File: src/rtl/pow2_div_pkg.sv
package pow2_div_pkg;
  typedef enum logic {
    OP_DIV = 1'b0,
    OP_MUL = 1'b1
  } scale_op_e;
endpackage

File: src/rtl/pdiv_shift_right.sv
module pdiv_shift_right #(
  parameter int W  = 16,
  parameter int KW = $clog2(W)
) (
  input  logic [W-1:0]  operand,
  input  logic [KW-1:0] k,
  input  logic          is_signed,
  output logic [W-1:0]  quotient,
  output logic          bias_used
);
  // Quotient rounded toward zero; the bias sum is one bit wider than the operand.
  function automatic logic [W-1:0] scale_down(input logic [W-1:0] a,
                                              input logic [KW-1:0] sh,
                                              input logic sgn);
    logic        [W:0] bias;
    logic signed [W:0] ext;
    logic signed [W:0] sum;
    ext  = sgn ? $signed({a[W-1], a}) : $signed({1'b0, a});
    bias = (sgn && a[W-1]) ? (((W+1)'(1) << sh) - (W+1)'(1)) : '0;
    sum  = ext + $signed(bias);
    return W'(sum >>> sh);
  endfunction

  assign quotient  = scale_down(operand, k, is_signed);
  assign bias_used = is_signed & operand[W-1] & (k != '0);
endmodule

File: src/rtl/pdiv_shift_left.sv
module pdiv_shift_left #(
  parameter int W  = 16,
  parameter int KW = $clog2(W)
) (
  input  logic [W-1:0]  operand,
  input  logic [KW-1:0] k,
  input  logic          is_signed,
  output logic [W-1:0]  product,
  output logic          lost_bits
);
  function automatic logic [2*W-1:0] widen_shift(input logic [W-1:0] a,
                                                 input logic [KW-1:0] sh,
                                                 input logic sgn);
    logic [2*W-1:0] ext;
    ext = sgn ? {{W{a[W-1]}}, a} : {{W{1'b0}}, a};
    return ext << sh;
  endfunction

  // Unsigned: any bit above the word. Signed: upper bits plus sign not uniform.
  function automatic logic overflowed(input logic [2*W-1:0] full, input logic sgn);
    logic [W:0] top;
    top = full[2*W-1:W-1];
    if (sgn) return !((&top) || (~|top));
    return |full[2*W-1:W];
  endfunction

  logic [2*W-1:0] wide;

  assign wide      = widen_shift(operand, k, is_signed);
  assign product   = wide[W-1:0];
  assign lost_bits = overflowed(wide, is_signed);
endmodule

File: src/rtl/pdiv_out_reg.sv
module pdiv_out_reg #(
  parameter int W = 16
) (
  input  logic         clk,
  input  logic         rst_n,
  input  logic         load,
  input  logic         take,
  input  logic [W-1:0] d_result,
  input  logic         d_ovf,
  input  logic         d_mul,
  output logic         q_valid,
  output logic [W-1:0] q_result,
  output logic         q_ovf,
  output logic         q_mul
);
  always_ff @(posedge clk) begin
    if (!rst_n) begin
      q_valid  <= 1'b0;
      q_result <= '0;
      q_ovf    <= 1'b0;
      q_mul    <= 1'b0;
    end else if (load) begin
      q_valid  <= 1'b1;
      q_result <= d_result;
      q_ovf    <= d_ovf;
      q_mul    <= d_mul;
    end else if (take) begin
      q_valid  <= 1'b0;
    end
  end
endmodule

File: src/rtl/pow2_shift_divider.sv
module pow2_shift_divider
  import pow2_div_pkg::*;
#(
  parameter int W = 16,
  localparam int KW = $clog2(W)
) (
  input  logic          clk,
  input  logic          rst_n,
  input  logic          in_valid,
  output logic          in_ready,
  input  logic [W-1:0]  in_operand,
  input  logic [KW-1:0] in_shift,
  input  logic          in_signed,
  input  logic          in_op,
  output logic          out_valid,
  input  logic          out_ready,
  output logic [W-1:0]  out_result,
  output logic          out_mul_ovf
);
  scale_op_e    op_sel;
  logic [W-1:0] div_q;
  logic         div_biased;
  logic [W-1:0] mul_p;
  logic         mul_lost;
  logic         accept;
  logic [W-1:0] next_result;
  logic         next_ovf;
  logic         op_mul_q;

  assign op_sel   = scale_op_e'(in_op);
  assign in_ready = !out_valid || out_ready;
  assign accept   = in_valid && in_ready;

  pdiv_shift_right #(.W(W), .KW(KW)) u_right (
    .operand   (in_operand),
    .k         (in_shift),
    .is_signed (in_signed),
    .quotient  (div_q),
    .bias_used (div_biased)
  );

  pdiv_shift_left #(.W(W), .KW(KW)) u_left (
    .operand   (in_operand),
    .k         (in_shift),
    .is_signed (in_signed),
    .product   (mul_p),
    .lost_bits (mul_lost)
  );

  always_comb begin
    if (op_sel == OP_MUL) begin
      next_result = mul_p;
      next_ovf    = mul_lost;
    end else begin
      next_result = div_q;
      next_ovf    = 1'b0;
    end
  end

  pdiv_out_reg #(.W(W)) u_out (
    .clk      (clk),
    .rst_n    (rst_n),
    .load     (accept),
    .take     (out_ready),
    .d_result (next_result),
    .d_ovf    (next_ovf),
    .d_mul    (op_sel == OP_MUL),
    .q_valid  (out_valid),
    .q_result (out_result),
    .q_ovf    (out_mul_ovf),
    .q_mul    (op_mul_q)
  );
endmodule

File: config.mk
export PLATFORM = sky130hd
export DESIGN_NAME = pow2_shift_divider
export DESIGN_NICKNAME = d
export VERILOG_FILES = /design/src/rtl/pow2_div_pkg.sv /design/src/rtl/pdiv_shift_right.sv /design/src/rtl/pdiv_shift_left.sv /design/src/rtl/pdiv_out_reg.sv /design/src/rtl/pow2_shift_divider.sv
export SDC_FILE = /design/constraint.sdc
export NUM_CORES = 1
export LEC_CHECK = 0
export ABC_AREA = 1
export ABC_CLOCK_PERIOD_IN_PS = 5270
export BUFFER_PORTS_ARGS = -buffer_cell sky130_fd_sc_hd__buf_2
export CELL_PAD_IN_SITES_DETAIL_PLACEMENT = 2
export CELL_PAD_IN_SITES_GLOBAL_PLACEMENT = 2
export CORE_MARGIN = 1
export CORE_UTILIZATION = 31
export CTS_CLUSTER_SIZE = 30
export DETAILED_ROUTE_END_ITERATION = 8
export GPL_TIMING_DRIVEN = 0
export PLACE_DENSITY = 0.87
export REMOVE_ABC_BUFFERS = 1
export SETUP_SLACK_MARGIN = 0.2
export SLEW_MARGIN = 10
export SYNTH_ARGS = -nofsm -noshare
export SYNTH_HDL_FRONTEND = slang
export SYNTH_SLANG_ARGS = --single-unit
File: constraint.sdc
create_clock -name clk -period 5.27 [get_ports clk]
set_input_delay 0.2635 -clock clk [delete_from_list [all_inputs] [get_ports clk]]
set_output_delay 0.2635 -clock clk [all_outputs]
set_load 0.005 [all_outputs]
==> out/metrics.yaml <==
outcome: "finished, violations left"
failed_checks: "design-rule violations"
hpwl_mm: 13.5
instances_no_fill: 899
ir_drop_mv: 0.138
cts-resized-gates: 0
hold_slack_ns: 0.379
crit_chain: "buf_2 -> nor2_1 -> inv_1 -> nor2_1 -> inv_1 -> o21ai_0 -> a21oi_1 -> nor3_1 -> ha_1 -> nand2_1 -> inv_1 -> nand2_1 -> nand2_1 -> a21oi_1 -> nand3_1 -> nand3_1 -> nand3_1 -> nand2_1 -> nand2_1 -> nand2_1 -> nand2_1 -> nand2_1 -> nand2_1 -> a21oi_1"
cpMaxStageDelayCell: "nor2_1"
max_freq_mhz: 219
drive_above_1_share: 0.0807
setup_tns_ns: 0
routed_wl_mm: 18.4
cts_root_buf: "clkbuf_16"
fill_cells: 1536
sw_frac_of_total: 0.486
num_vias: 5119
yosysSeqAreaShare: 0.0970
worst_pin_slew_ns: 1.01
arrival_ns: 4.71
post_cts_buffers: 0
wl_per_cell_um: 20.5
clkPwrFrac: 0.251
cp_slowest_stage_delay_ns: 0.71
slew_violations: 0
antenna_found_initial: 0
muxShareOfSynthArea: 0.00809
finClkSkew_ns: 0.0129
synth_xor_area_frac: 0.0118
nNetsFinal: 801
switchingPower_mw: 0.358
crit_path_frequent_cell: "nand2_1"
cts.sink_count: 18
setup_violations: 0
cts-buffers-inserted: 3
powerDensity_mw_per_mm2: 183
post_drt_via_cell_ratio: 5.69
ys.flop_type: "dfxtp_1"
yosys.area_share.simple: 0.501
yosys_warnings: 0
grt_pass1_wl_mm: 29.6
rsz0062_at_grt: "no"
min_period_over_period: 0.867
ant_nets: 0
io_pins: 45
synth_area_per_cell_um2: 5.02
grt_max_degree: 41
synth_area_mm2: 0.00371
grt-ovfl-total: 0
p_int_mw: 0.379
rows: 39
synth-adder-area-share: 0.0627
ys_ff_latch: 18
insertion_delay_ns: 0.27
cts_hold_buf: 0
drt_iter0_markers: 371
gp_congestion: 0.848
drc: 2
cts.htree.levels: 1
core_area_mm2: 0.0116
maxCapViolCount: 0
dieWidth_um: 111
pwr-share-seq: 0.211
start_util: 0.321
synth_edf_count: 0
synth_top_family_by_area: "simple AND/OR/NAND/NOR gates"
path_class: "input port to register"
async_flop_share: 0
grt_usage: 0.300
synth-compound-area-share: 0.175
worstPathMaxFanout: 29
grt_pass1_vias: 5581
finalCriticalPeriod_ns: 4.57
portBuffers: 44
syn_inst: 740
finalHoldViolCount: 0
netlist-cell-type-count: 39
area_delta_synth_final_pct: 8.52
dp.cells: 895
cts_buffer_depth: 2
drtPass1Iterations: 6
insertedDiodeCount: 0
end_kind: "register"
die_area_mm2: 0.0124
p_comb_frac: 0.538
crit_required_ns: 5.41
p_leak_nw: 2.28
relSlewSlack: 0.329
hold_path.class: "input port to register"
die_h_um: 111
path_clk_slew_ns: 0.07
cp-start-kind: "input port"
cts_tree: "done"
## cell type report
class,count,area [um^2],area share
clock buffers,4,88.8,0.0220
inverters,95,357,0.0885
repair buffers,44,223,0.0553
flip-flops and latches,18,360,0.0894
multi-input cells,595,2820,0.700
well taps,143,179,0.0444
## registers in the layout (all words and copies together) (netlist names)
register and count:
u_out.q_valid 1, u_out.q_ovf 1, u_out.q_result 16
## kinds of logic (layout without fill, tap and decap cells)
logic type	Yosys count	count (layout)
xor+xnor	5	5
simple gates	450	450
flops	18	18
fa+ha+maj	18	18
compound gates	118	118
mux	3	3
other cells	1	1
buf+inv	127	143
## cell usage in the layout (no fill, tap or decap), types with 2 or more instances in the layout
cell type / count
nor2_1: 45
or2_2: 2
nor3_1: 9
nand2_2: 2
a221oi_1: 2
a211oi_1: 4
nand3_1: 96
a21oi_1: 43
dfxtp_1: 18
o21a_1: 2
buf_2: 43
or2_1: 6
mux2i_1: 3
clkbuf_16: 3
inv_2: 2
inv_1: 91
o21ai_0: 39
o21ai_1: 15
o21ai_2: 6
ha_1: 17
clkinv_1: 2
nand2_1: 284
xor2_1: 4
a31oi_1: 3
## cells in the mapped netlist (2+ instances only)
cell	instances	area share
a211oi_1	4	0.0081
a21oi_1	43	0.058
a221oi_1	2	0.0047
a31oi_1	3	0.0051
buf_2	15	0.020
buf_4	2	0.0040
buf_6	4	0.012
clkbuf_1	10	0.010
clkinv_1	2	0.0020
dfxtp_1	18	0.097
ha_1	17	0.057
inv_1	91	0.092
inv_2	2	0.0020
mux2i_1	3	0.0081
nand2_1	284	0.29
nand2_2	2	0.0034
nand3_1	96	0.13
nor2_1	46	0.046
nor3_1	9	0.012
o21a_1	2	0.0040
o21ai_0	39	0.053
o21ai_1	15	0.020
o21ai_2	6	0.014
or2_1	6	0.010
or2_2	2	0.0034
xor2_1	4	0.0094
## metal layers
metal | wire length (um) | global-route usage | vias to the layer above
li1 | - | - | 2411
met4 | 1030 | 0.159 | 0
met3 | 717 | 0.0294 | 57
met2 | 9030 | 0.534 | 133
met5 | 0 | 0 | -
met1 | 7620 | 0.357 | 2518
## power by group through the flow
| stage | Combinational (mW) | Clock [mW] | Sequential [mW] |
|---|---|---|---|
| finish | 0.396 | 0.185 | 0.156 |
| global placement | 0.350 | 0 | 0.155 |
| detailed placement | 0.375 | 0 | 0.156 |
| global route | 0.438 | 0.192 | 0.156 |
| CTS | 0.393 | 0.188 | 0.155 |
| floorplan | 0.236 | 0 | 0.157 |
## final timing paths
path                      startpoint            endpoint  slack (ns)  depth (start not counted)
setup reg to reg       u_out.q_valid   u_out.q_result[7]        3.10                          5
hold reg to reg   u_out.q_result[15]  u_out.q_result[15]        0.51                          2
setup / recovery         in_shift[3]   u_out.q_result[7]        0.70                         24
hold / removal                 rst_n  u_out.q_result[14]        0.38                          3
## critical path: cells and delay by family
family / cells / cell delay (ns)
buffers and inverters: 4 / 0.65
AND/OR/NAND/NOR: 15 / 2.56
adder cells (fa/ha/maj): 1 / 0.38
AO/OA/AOI/OAI: 4 / 0.82
## through the flow
stage / total power, mW / cell area [um^2] / utilization / setup slack (ns)
after floorplan: 0.393 / 3540 / - / 2.31
after global placement: 0.505 / 3940 / 0.340 / 0.950
after detailed placement: 0.531 / 3940 / 0.340 / 0.634
after CTS: 0.736 / 4030 / 0.348 / 0.615
after global routing: 0.787 / 4030 / 0.348 / 0.248
final: 0.737 / 4030 / 0.348 / 0.699
No activity file was read; power rests on OpenSTA's default activity.
